<file path="config.mk">
export PLATFORM = sky130hd
export DESIGN_NAME = lcd_row_dma
export DESIGN_NICKNAME = d
export VERILOG_FILES = /design/src/rtl/lcd_dma_pkg.sv /design/src/rtl/lcd_dma_timer.sv /design/src/rtl/lcd_dma_slot.sv /design/src/rtl/lcd_dma_shift.sv /design/src/rtl/lcd_open_bus.sv /design/src/rtl/lcd_row_dma.sv
export SDC_FILE = /design/constraint.sdc
export NUM_CORES = 1
export LEC_CHECK = 0
export ABC_AREA = 1
export CAP_MARGIN = 20
export CORE_AREA = 2 2 74 76
export DETAILED_ROUTE_END_ITERATION = 7
export DIE_AREA = 0 0 76 78
export GPL_ROUTABILITY_DRIVEN = 1
export PLACE_DENSITY_LB_ADDON = 0.1
export SLEW_MARGIN = 20
export SYNTH_ARGS = -nofsm -noshare
export SYNTH_HDL_FRONTEND = slang
export SYNTH_SLANG_ARGS = --single-unit
</file>
<file path="constraint.sdc">
create_clock -name clk_i -period 8.5 [get_ports clk_i]
set_input_delay 0.85 -clock clk_i [delete_from_list [all_inputs] [get_ports clk_i]]
set_output_delay 0.85 -clock clk_i [all_outputs]
set_load 0.05 [all_outputs]
</file>
<file path="src/rtl/lcd_dma_pkg.sv">
package lcd_dma_pkg;
  typedef struct packed {
    logic hold;
    logic rd;
    logic cap;
    logic nib_vld;
    logic nib_hi;
    logic pclk;
  } slot_ctl_t;
endpackage

</file>
<file path="src/rtl/lcd_dma_timer.sv">
module lcd_dma_timer #(
  parameter int ROWS      = 64,
  parameter int PERIOD    = 1024,
  parameter int HOLD_LAST = 67,
  localparam int CNT_W    = $clog2(PERIOD),
  localparam int ROW_W    = $clog2(ROWS)
) (
  input  logic             clk_i,
  input  logic             rst_ni,
  input  logic             en_i,
  output logic             active_o,
  output logic [CNT_W-1:0] cnt_o,
  output logic [ROW_W-1:0] row_o,
  output logic             row_sync_o,
  output logic             frame_sync_o
);
  localparam logic [CNT_W-1:0] CNT_MAX  = CNT_W'(PERIOD - 1);
  localparam logic [CNT_W-1:0] CNT_HOLD = CNT_W'(HOLD_LAST);
  localparam logic [ROW_W-1:0] ROW_MAX  = ROW_W'(ROWS - 1);

  logic             active_q;
  logic [CNT_W-1:0] cnt_q;
  logic [ROW_W-1:0] row_q;

  always_ff @(posedge clk_i or negedge rst_ni) begin
    if (!rst_ni) begin
      active_q <= 1'b0;
      cnt_q    <= '0;
      row_q    <= '0;
    end else if (!active_q) begin
      active_q <= en_i;
      cnt_q    <= '0;
      row_q    <= '0;
    end else if (!en_i && cnt_q >= CNT_HOLD) begin
      // stop only once the row window is over
      active_q <= 1'b0;
      cnt_q    <= '0;
      row_q    <= '0;
    end else if (cnt_q == CNT_MAX) begin
      cnt_q <= '0;
      row_q <= (row_q == ROW_MAX) ? ROW_W'(0) : row_q + 1'b1;
    end else begin
      cnt_q <= cnt_q + 1'b1;
    end
  end

  assign active_o     = active_q;
  assign cnt_o        = cnt_q;
  assign row_o        = row_q;
  assign row_sync_o   = active_q && (cnt_q == '0);
  assign frame_sync_o = row_sync_o && (row_q == '0);

  AST_CNT_STEP: assert property (@(posedge clk_i) disable iff (!rst_ni)
    active_q && $past(active_q) && cnt_q != '0 |-> cnt_q == $past(cnt_q) + 1'b1);
  AST_CNT_WRAP: assert property (@(posedge clk_i) disable iff (!rst_ni)
    active_q && $past(active_q) && cnt_q == '0 |-> $past(cnt_q) == CNT_MAX);
  AST_ROW_ADV: assert property (@(posedge clk_i) disable iff (!rst_ni)
    row_sync_o && $past(active_q) |->
      row_q == (($past(row_q) == ROW_MAX) ? ROW_W'(0) : $past(row_q) + 1'b1));
  AST_STAY_IDLE: assert property (@(posedge clk_i) disable iff (!rst_ni)
    !$past(en_i) && !$past(active_q) |-> !active_q);
  AST_RESTART_ROW0: assert property (@(posedge clk_i) disable iff (!rst_ni)
    $rose(active_q) |-> row_q == '0 && cnt_q == '0);
endmodule

</file>
<file path="src/rtl/lcd_dma_slot.sv">
module lcd_dma_slot
  import lcd_dma_pkg::*;
#(
  parameter int COLS  = 16,
  parameter int CNT_W = 10
) (
  input  logic             clk_i,
  input  logic             rst_ni,
  input  logic             active_i,
  input  logic [CNT_W-1:0] cnt_i,
  output slot_ctl_t        ctl_o,
  output logic [CNT_W-1:0] rd_idx_o
);
  localparam logic [CNT_W-1:0] XFER      = CNT_W'(COLS * 4);
  localparam logic [CNT_W-1:0] HOLD_LAST = CNT_W'(COLS * 4 + 3);

  logic [1:0] ph;
  logic       in_rd, in_cap, in_nib;

  // nibble phase counts from slot 3
  assign ph     = cnt_i[1:0] + 2'd1;
  assign in_rd  = cnt_i >= CNT_W'(1) && cnt_i <= XFER;
  assign in_cap = cnt_i >= CNT_W'(2) && cnt_i <= XFER + CNT_W'(1);
  assign in_nib = cnt_i >= CNT_W'(3) && cnt_i <= XFER + CNT_W'(2);

  always_comb begin
    ctl_o.hold    = active_i && cnt_i <= HOLD_LAST;
    ctl_o.rd      = active_i && in_rd && cnt_i[1:0] == 2'd1;
    ctl_o.cap     = active_i && in_cap && cnt_i[1:0] == 2'd2;
    ctl_o.nib_vld = active_i && in_nib;
    ctl_o.nib_hi  = ~ph[1];
    ctl_o.pclk    = ctl_o.nib_vld && ph[0];
  end

  assign rd_idx_o = (cnt_i - CNT_W'(1)) >> 2;

  AST_RD_IN_HOLD: assert property (@(posedge clk_i) disable iff (!rst_ni)
    ctl_o.rd |-> ctl_o.hold);
endmodule

</file>
<file path="src/rtl/lcd_dma_shift.sv">
module lcd_dma_shift
  import lcd_dma_pkg::*;
#(
  parameter int DATA_W = 8
) (
  input  logic                clk_i,
  input  logic                rst_ni,
  input  slot_ctl_t           ctl_i,
  input  logic [DATA_W-1:0]   data_i,
  output logic [DATA_W/2-1:0] nib_o,
  output logic                pclk_o
);
  localparam int NIB_W = DATA_W / 2;

  logic [DATA_W-1:0] byte_q;

  always_ff @(posedge clk_i or negedge rst_ni) begin
    if (!rst_ni)        byte_q <= '0;
    else if (ctl_i.cap) byte_q <= data_i;
  end

  assign nib_o  = !ctl_i.nib_vld ? NIB_W'(0) :
                  ctl_i.nib_hi   ? byte_q[DATA_W-1:NIB_W] : byte_q[NIB_W-1:0];
  assign pclk_o = ctl_i.pclk;

  AST_NIB_STABLE: assert property (@(posedge clk_i) disable iff (!rst_ni)
    pclk_o |-> $stable(nib_o));
endmodule

</file>
<file path="src/rtl/lcd_open_bus.sv">
module lcd_open_bus #(
  parameter int DATA_W = 8
) (
  input  logic              clk_i,
  input  logic              rst_ni,
  input  logic              fetch_i,
  input  logic              hold_i,
  input  logic              cap_i,
  input  logic [DATA_W-1:0] data_i,
  output logic [DATA_W-1:0] ob_o
);
  always_ff @(posedge clk_i or negedge rst_ni) begin
    if (!rst_ni)                 ob_o <= '0;
    else if (cap_i)              ob_o <= data_i;
    else if (fetch_i && !hold_i) ob_o <= data_i;
  end

  AST_OB_FROZEN: assert property (@(posedge clk_i) disable iff (!rst_ni)
    $past(hold_i) && !$past(cap_i) |-> $stable(ob_o));
endmodule

</file>
<file path="src/rtl/lcd_row_dma.sv">
module lcd_row_dma
  import lcd_dma_pkg::*;
#(
  parameter int ROWS   = 64,
  parameter int COLS   = 16,
  parameter int PERIOD = 1024,
  parameter int ADDR_W = 16,
  parameter int DATA_W = 8
) (
  input  logic                clk_i,
  input  logic                rst_ni,
  input  logic                disp_en_i,
  input  logic [ADDR_W-1:0]   fb_base_i,
  input  logic [DATA_W-1:0]   bus_data_i,
  input  logic                cpu_fetch_i,
  output logic                cpu_hold_o,
  output logic [ADDR_W-1:0]   mem_addr_o,
  output logic                mem_rd_o,
  output logic [DATA_W/2-1:0] lcd_nib_o,
  output logic                lcd_clk_o,
  output logic                row_sync_o,
  output logic                frame_sync_o,
  output logic [DATA_W-1:0]   open_bus_o
);
  localparam int CNT_W     = $clog2(PERIOD);
  localparam int ROW_W     = $clog2(ROWS);
  localparam int COL_W     = $clog2(COLS);
  localparam int HOLD_LAST = COLS * 4 + 3;

  logic             active;
  logic [CNT_W-1:0] cnt;
  logic [ROW_W-1:0] row;
  logic [CNT_W-1:0] rd_idx;
  slot_ctl_t        ctl;

  lcd_dma_timer #(.ROWS(ROWS), .PERIOD(PERIOD), .HOLD_LAST(HOLD_LAST)) u_timer (
    .clk_i, .rst_ni, .en_i(disp_en_i), .active_o(active), .cnt_o(cnt),
    .row_o(row), .row_sync_o, .frame_sync_o
  );

  lcd_dma_slot #(.COLS(COLS), .CNT_W(CNT_W)) u_slot (
    .clk_i, .rst_ni, .active_i(active), .cnt_i(cnt), .ctl_o(ctl), .rd_idx_o(rd_idx)
  );

  lcd_dma_shift #(.DATA_W(DATA_W)) u_shift (
    .clk_i, .rst_ni, .ctl_i(ctl), .data_i(bus_data_i), .nib_o(lcd_nib_o), .pclk_o(lcd_clk_o)
  );

  lcd_open_bus #(.DATA_W(DATA_W)) u_ob (
    .clk_i, .rst_ni, .fetch_i(cpu_fetch_i), .hold_i(ctl.hold), .cap_i(ctl.cap),
    .data_i(bus_data_i), .ob_o(open_bus_o)
  );

  assign cpu_hold_o = ctl.hold;
  assign mem_rd_o   = ctl.rd;
  assign mem_addr_o = fb_base_i + (ADDR_W'(row) << COL_W) + ADDR_W'(rd_idx);

  AST_HOLD_AFTER_LAST_NIB: assert property (@(posedge clk_i) disable iff (!rst_ni)
    $fell(cpu_hold_o) |-> $past(lcd_clk_o, 2));
endmodule

</file>
# Word level (Yosys, flattened, before mapping)
# Cells that the tools add are included.
# classes
mux	13
add_sub_neg	6
magnitude_cmp	8
n_eq_ne	5
reduce_logical	19
# ops
operator	count
10-bit by 7-bit <= comparator with 1-bit output, second input constant	4
10-bit two-way mux	3
6-bit two-way mux	4
10-bit by 2-bit >= comparator with 1-bit output, second input constant	2
16-bit by 10-bit adder with 16-bit output	1
16-bit by 8-bit adder with 16-bit output	1
8-bit two-way mux	2
1-bit logical AND	14
10-bit by 1-bit adder with 10-bit output, second input constant	1
10-bit equality test, second input constant	1
10-bit by 1-bit >= comparator with 1-bit output, second input constant	1
10-bit by 7-bit >= comparator with 1-bit output, second input constant	1
10-bit zero test	1
10-bit by 1-bit subtractor with 10-bit output, second input constant	1
4-bit two-way mux	2
6-bit by 1-bit adder with 6-bit output, second input constant	1
6-bit equality test, second input constant	1
6-bit zero test	1
3-bit inequality test, second input constant	1
2-bit by 1-bit adder with 2-bit output, second input constant	1
2-bit by 1-bit equality test with 1-bit output, second input constant	1
2-bit equality test, second input constant	1
1-bit zero test	2
1-bit two-way mux	2
2-bit nonzero test	1
# totals
input_bits	28
register_bits	33
elab_cells	56
output_inout_bits	33

# Depth between registers and ports, before layout
# Gate-level depths: netlist of the first run.
# logic_depth
depth_word	6
mapped_depth	19
mapped_depth_nobuf	18

# By module
# Synthesis of the first run repeated with hierarchy kept, for this count alone.
# unflattened
cells_unflattened	448
hier_area_um2	3088.0
# by_module_without_submodules
module	n_inst	area_each_um2	cells_each	seq_area_each_um2
lcd_dma_timer	1	1031.0	136	425.4
lcd_row_dma	1	908.4	149	0.0
lcd_dma_slot	1	434.2	76	0.0
lcd_dma_shift	1	384.1	51	200.2
lcd_open_bus	1	330.3	36	200.2

# Least setup slack after synthesis of the first run
# OpenSTA, ideal clock, no wires.
# synth_path
path_kind	register to output
from	register u_timer.cnt_q[2] (netlist: u_timer.cnt_o[2])
to	output port mem_addr_o[12]
slack_ns	4.402
t_arrival_ns	3.248
path_stages_with_launch	17
n_path_buf	1
t_required_ns	7.650
path_cell_list	dfrtp_1 buf_2 nor2_1 nand2_1 nor2_1 nand2_1 nor2_1 nand3_1 xor2_1 fa_1 inv_1 ha_1 nand2_1 o21ai_0 nand2_1 nand3_1 xor2_1
# synth_between
elab_chain_len	2
# synth_lines
item	line_no	source
start: declaration	lcd_dma_timer.sv:22	logic [CNT_W-1:0] cnt_q;
start signal: assignment	lcd_dma_timer.sv:43	cnt_q <= cnt_q + 1'b1;
10-bit by 1-bit subtractor with 10-bit output	lcd_dma_slot.sv:35	assign rd_idx_o = (cnt_i - CNT_W'(1)) >> 2;
16-bit by 8-bit adder with 16-bit output	lcd_row_dma.sv:56	assign mem_addr_o = fb_base_i + (ADDR_W'(row) << COL_W) + ADDR_W'(rd_idx);
end: declaration	lcd_row_dma.sv:17	output logic [ADDR_W-1:0] mem_addr_o,
# Every way passes these cells.

# Worst setup path in the final report of the first run
# layout_path
from	register u_timer.cnt_q[1] (netlist: u_timer.cnt_o[1])
to	output port mem_addr_o[13]
# The elaborated chain is that of the path after synthesis.

==> results.yml, run 1 <==
critical_path:
  cp.arrival_ns: 3.98
  crit_slowest_cell: "clkdlybuf4s50_1"
  path_max_fanout: 6
  rr_startpoint: "u_timer.cnt_o[0]$_DFF_PN0_"
  crit_type: "register to output pin"
  rr_endpoint: "u_ob.ob_o[2]$_DFFE_PN0P_"
  cp_slowest_stage_delay_ns: 0.80
  path_buf_inv: 3
  crit_path_start_kind: "register"
  critPathRequiredTime_ns: 7.65
  worst-path-stages: 16
  endpoint_kind: "output pin"
  r2r_cells: 10
  path_delay_family: "adder cells"
  rrSetupSlack_ns: 6.57
  crit_top_cell: "nand2_1"
  crit_chain: "inv_1 -> ha_1 -> nand3_1 -> a21oi_1 -> a21oi_1 -> fa_1 -> inv_1 -> ha_1 -> a21oi_1 -> nand2_1 -> nand2_1 -> nand2_1 -> nand2_1 -> nand2_1 -> nand2_1 -> clkdlybuf4s50_1"
clocking:
  clkLatencyLatePin_ns: 0.27
  numCtsBuffers: 5
  htree_levels: 2
  cts_tree: "built"
  cts_resized: 0
  cts.sinks: 33
  cts-root-buf: "clkbuf_8"
  path_clk_slew_ns: 0.07
  clockBufferDepth: 2
  ctsHoldBuffers: 0
  post_cts_buffers: 0
logic_synthesis:
  synth_cell_types: 29
  yosysWarnings: 0
  ys_ff_latch: 33
  syn_nets: 448
  ys_seq_area_frac: 0.2961
  synthCells: 393
  syn_area_per_cell_um2: 7.097
  post_synth_instance_area_mm2: 0.002789
final_layout:
  multi_input_area_mm2: 0.001749
  final_cell_count_no_fill: 526
  seq_area_um2: 825.8
  fill_cells: 442
  post-route-util: 0.7045
  final_cell_mix: "nand2_1 (118), clkdlybuf4s50_1 (60), inv_1 (43), nand3_1 (43), nor2_1 (39)"
  diodes: 0
  final_nets: 510
  area_delta_synth_final_pct: 27.37
  fin_area_mm2: 0.003552
  final_common_cell: "nand2_1"
  drive_above_1_share: 0.06579
sta:
  setup_tns_ns: 0
  setup_viol: 0
  slew_headroom: 0.6584
  rsz0062_at_grt: "no"
  final-hold-violation-count: 0
  timing.hold.ws_ns: 0.4730
  min_period_ns: 4.833
  post-route-period-util: 0.5685
  worstMarginPinSlew_ns: 0.5108
  max_freq_mhz: 206.9
  fin_skew_ns: 0.006400
  drv_slew: 0
place:
  gp_congestion: 0.8859
  placedInstanceArea_mm2: 0.003451
  port_buffers: 60
  dpl.cell_count: 518
  dp_hpwl_um: 5021
global_route:
  grt_overflow: 0
  antenna_found_initial: 0
  grt_pass1_wl_um: 10930
  grt_use_total: 0.2221
  grt_pass1_vias: 2504
  grt_max_degree: 34
detailed_routing:
  wire_per_inst_um: 11.78
  drc: 0
  firstDrtPassIters: 5
  initialDrtViolationCount: 123
  ant_nets: 0
  wirelength_um: 6197
  vias_per_cell: 5.013
  vias: 2637
worst_hold_path:
  worstHoldPathType: "register to register"
  whs_path_depth: 2
  min-delay-start: "u_shift.byte_q[4]$_DFFE_PN0P_"
  hold_end: "u_shift.byte_q[4]$_DFFE_PN0P_"
pwr:
  leakagePower_uw: 0.001841
  vdd_drop_max_mv: 0.1115
  p_seq_frac: 0.428
  switching_share: 0.2936
  p_sw_uw: 111.8
  power.density_mw_per_mm2: 107.2
  p_int_uw: 269.0
  clockPowerShare: 0.338
  p_comb_frac: 0.233
die:
  core-area_mm2: 0.005042
  dieArea_mm2: 0.005928
  die_w_um: 76
  dieHeight_um: 78
  initial_core_util: 0.5531
  rows: 26
  pin_count: 61
job:
  cap_violations: 0
run_status:
  status: "completed"
## worst min-delay path: cells and delay by family, from the launching register on
family | cells | cell delay (ns)
simple gates | 2 | 0.09
flops | 1 | 0.35
## layout make-up
cell class / count / area share
clock buffers: 7 / 0.02712
clock inverters: 1 / 0.001409
inverters: 48 / 0.05072
multi-input cells: 306 / 0.4924
flip-flops and latches: 33 / 0.2325
well taps: 70 / 0.02466
repair buffers: 61 / 0.1712
## state kept, by name (all words and copies together) (netlist names)
signal,flops
u_ob.ob_o,8
u_timer.cnt_o,10
u_timer.row_o,6
u_timer.active_o,1
u_shift.byte_q,8
## logic make-up (layout without fill, tap and decap cells)
group                      Yosys count  count (layout)  synth area share
and+or+nand+nor                    232             232            0.3742
buffers and inverters               54             117           0.07671
DFF                                 33              33            0.2961
adders and majority gates           27              27            0.1346
AOI/OAI and AO/OA                   27              27           0.05563
xor gates and xnor gates            20              20           0.06281
## layer usage
metal,part of all wire,global-route usage
met5,0,0
met2,0.49,0.3857
met3,0.047,0.03372
met1,0.45,0.2838
met4,0.018,0.07636
## worst max-delay path by stage
stage	startpoint	to	slack (ns)
2_1_floorplan	u_timer.cnt_o[2]$_DFF_PN0_	mem_addr_o[12]	4.40
3_3_place_gp	fb_base_i[1]	mem_addr_o[11]	3.93
3_5_place_dp	fb_base_i[1]	mem_addr_o[11]	3.81
4_1_cts	u_timer.cnt_o[0]$_DFF_PN0_	mem_addr_o[13]	3.68
5_1_grt	u_timer.cnt_o[2]$_DFF_PN0_	mem_addr_o[14]	3.33
6_report	u_timer.cnt_o[1]$_DFF_PN0_	mem_addr_o[13]	3.67
## Yosys cell counts, drive strengths merged
cell | instances | area share
o21a | 1 | 0.0027
clkbuf | 2 | 0.0027
o21ai | 5 | 0.0090
fa | 5 | 0.036
nor4 | 1 | 0.0022
and2 | 1 | 0.0022
nand4 | 5 | 0.011
inv | 48 | 0.065
nor3 | 9 | 0.016
a21o | 1 | 0.0027
nand3b | 2 | 0.0054
xnor2 | 4 | 0.013
nand2 | 126 | 0.19
buf | 4 | 0.0094
dfrtp | 33 | 0.30
xor2 | 16 | 0.050
ha | 22 | 0.099
nor2 | 43 | 0.067
nand3 | 45 | 0.084
a21oi | 20 | 0.041
## power by group through the flow
stage / sequential, uW / clock (uW) / combinational [uW]
2_1_floorplan: 173 / 0 / 44.8
3_3_place_gp: 166 / 0 / 88.2
3_5_place_dp: 166 / 0 / 89.2
4_1_cts: 163 / 131 / 89.7
5_1_grt: 163 / 139 / 95.0
6_report: 163 / 129 / 88.9
## per-stage QoR
step / setup slack, ns / total power [uW]
2_1_floorplan: 4.402 / 217.4
3_3_place_gp: 3.927 / 254.3
3_5_place_dp: 3.808 / 255.2
4_1_cts: 3.681 / 384.0
5_1_grt: 3.326 / 397.2
6_report: 3.668 / 380.8
Note: power is estimated with default switching activity, not from simulation.
==> inputs of run 2 (changes only) <==
--- a/config.mk
+++ b/config.mk
@@ -7,9 +7,9 @@
 export LEC_CHECK = 0
 export ABC_AREA = 1
 export CAP_MARGIN = 20
-export CORE_AREA = 2 2 74 76
+export CORE_AREA = 2 2 81 83
 export DETAILED_ROUTE_END_ITERATION = 7
-export DIE_AREA = 0 0 76 78
+export DIE_AREA = 0 0 83 85
 export GPL_ROUTABILITY_DRIVEN = 1
 export PLACE_DENSITY_LB_ADDON = 0.1
 export SLEW_MARGIN = 20
==> constraint.sdc (replaced) <==
create_clock -name clk_i -period 4.2 [get_ports clk_i]
set_input_delay 0.42 -clock clk_i [delete_from_list [all_inputs] [get_ports clk_i]]
set_output_delay 0.42 -clock clk_i [all_outputs]
set_load 0.05 [all_outputs]
==> run 2 against run 1 <==
Clock power rose by 85%. Critical path depth shrank 5. First-iteration DRC count decreased by 16%. Die area is 19% higher. Largest cell class unchanged. Hold slack gained 0.0026 ns. Final cell count increased by 1.1%. Combinational power increased by 100%. Power grew 96%. Clock skew grew 0.0013 ns. Wire length rose by 2.5%.
==> results.yml, run 2 (synthesized netlist as in run 1, its figures left out) <==
run_status:
  status: "completed"
critical_path:
  crit_path_start_kind: "register"
  rr_startpoint: "u_timer.cnt_o[0]$_DFF_PN0_"
  rrSetupSlack_ns: 2.36
  r2r_cells: 9
  path_max_fanout: 6
  rr_endpoint: "u_timer.row_o[4]$_DFFE_PN0P_"
  endpoint_kind: "output pin"
  crit_type: "register to output pin"
  cp.arrival_ns: 3.50
  critPathRequiredTime_ns: 3.78
worst_hold_path:
  min-delay-start: "u_shift.byte_q[0]$_DFFE_PN0P_"
  worstHoldPathType: "register to register"
  whs_path_depth: 2
  hold_end: "u_shift.byte_q[0]$_DFFE_PN0P_"
sta:
  setup_tns_ns: 0
  drv_slew: 0
  slew_headroom: 0.6586
  min_period_ns: 3.919
  max_freq_mhz: 255.1
  timing.hold.ws_ns: 0.4756
  worstMarginPinSlew_ns: 0.5105
  layout_setup_ws_ns: 0.2806
  fin_skew_ns: 0.007700
  rsz0062_at_grt: "no"
  post-route-period-util: 0.9332
  final-hold-violation-count: 0
  setup_viol: 0
final_layout:
  area_delta_synth_final_pct: 26.87
  largest_reg_flops: 10
  diodes: 0
  fill_cells: 591
  final_common_cell: "nand2_1"
  fin_area_mm2: 0.003538
  final_nets: 510
  final_cell_mix: "nand2_1 (118), clkdlybuf4s50_1 (50), inv_1 (43), nand3_1 (43), nor2_1 (38)"
  drive_above_1_share: 0.07912
pwr:
  vdd_drop_max_mv: 0.1854
  power.density_mw_per_mm2: 211.3
  leakagePower_uw: 0.001864
detailed_routing:
  firstDrtPassIters: 4
  vias_per_cell: 4.889
  wirelength_um: 6350
  vias: 2601
  initialDrtViolationCount: 103
  wire_per_inst_um: 11.94
  ant_nets: 0
  drc: 0
global_route:
  grt_overflow: 0
  antenna_found_initial: 0
  grt_max_degree: 34
  grt_use_total: 0.1907
  grt_pass1_vias: 2573
  grt_pass1_wl_um: 11100
place:
  pre_cts_ws_ns: 0.3732
  dp_hpwl_um: 5124
  gp_congestion: 0.8505
  placedInstanceArea_mm2: 0.003442
  port_buffers: 60
die:
  pin_count: 61
  dieHeight_um: 85
  dieArea_mm2: 0.007055
  initial_core_util: 0.4495
  rows: 29
  die_w_um: 83
  core-area_mm2: 0.006205
clocking:
  ctsHoldBuffers: 0
  cts.sinks: 33
  clkLatencyLatePin_ns: 0.28
  htree_levels: 2
  numCtsBuffers: 5
  cts_tree: "built"
  path_clk_slew_ns: 0.07
  clockBufferDepth: 2
  cts-root-buf: "clkbuf_8"
job:
  cap_violations: 0
==> run 2: cell types whose count changed in the layout (fill, tap and decap cells not counted) <==
| cell | before | now |
|---|---|---|
| clkbuf_1 | 0 | 1 |
| clkbuf_8 | 7 | 6 |
| clkinv_2 | 1 | 0 |
| dlymetal6s2s_1 | 0 | 3 |
| buf_4 | 1 | 8 |
| nor2_1 | 39 | 38 |
| nor2_2 | 1 | 2 |
| clkdlybuf4s50_1 | 60 | 50 |
==> run 2: worst max path at each step <==
stage / start / endpoint / depth (start not counted)
3_3_place_gp: u_timer.cnt_o[0]$_DFF_PN0_ / mem_addr_o[7] / 13
2_1_floorplan: u_timer.cnt_o[2]$_DFF_PN0_ / mem_addr_o[12] / 16
3_5_place_dp: u_timer.cnt_o[1]$_DFF_PN0_ / mem_addr_o[7] / 13
6_report: u_timer.cnt_o[1]$_DFF_PN0_ / mem_addr_o[5] / 11
5_1_grt: u_timer.cnt_o[2]$_DFF_PN0_ / mem_addr_o[8] / 15
4_1_cts: u_timer.cnt_o[1]$_DFF_PN0_ / mem_addr_o[7] / 13
==> run 2: cell type report <==
| type | instances | area (um^2) | share of cell area |
|---|---|---|---|
| multi-input cells | 306 | 1752 | 0.4951 |
| flip-flops and latches | 33 | 825.8 | 0.2334 |
| repair buffers | 61 | 598.1 | 0.1690 |
| inverters | 48 | 180.2 | 0.05092 |
| well taps | 77 | 96.34 | 0.02723 |
| clock buffers | 7 | 86.33 | 0.02440 |
==> run 2: timing repair <==
item | in CTS | in global routing
setup buffers | 0 | 0
gates resized for setup | 0 | 4
setup endpoints to repair | 0 | 4
==> run 2: critical path, stage by stage (launching register included) <==
cell and delay, ns:
dfrtp_1 0.44, inv_1 0.16, ha_1 0.29, nand2_1 0.11, xor2_1 0.15, ha_1 0.29
inv_1 0.06, fa_1 0.46, nand3b_1 0.18, nand2_1 0.11, xor2_1 0.16, clkdlybuf4s50_1 0.82
==> run 2: power breakdown <==
part / leakage (uW) / internal [uW] / total (uW) / switching (uW)
combinational: 0.00142 / 68.9 / 178 / 109
sequential: 0.000404 / 326 / 330 / 4.66
clock: 0.0000443 / 130 / 239 / 109
==> run 2: layer usage <==
layer,part of all wire,track usage,vias up
met4,0.018,0.07452,0
met3,0.039,0.03113,11
li1,-,-,1370
met5,0,0,-
met1,0.47,0.2405,1161
met2,0.48,0.3284,59
==> run 2: stage by stage <==
stage / cells / util / total power (uW)
3_3_place_gp: 525 / 0.5547 / 514.8
6_report: 532 / 0.5703 / 747.5
3_5_place_dp: 525 / 0.5547 / 515.8
5_1_grt: 532 / 0.5703 / 782.5
2_1_floorplan: 393 / - / 440.0
4_1_cts: 532 / 0.5687 / 756.8
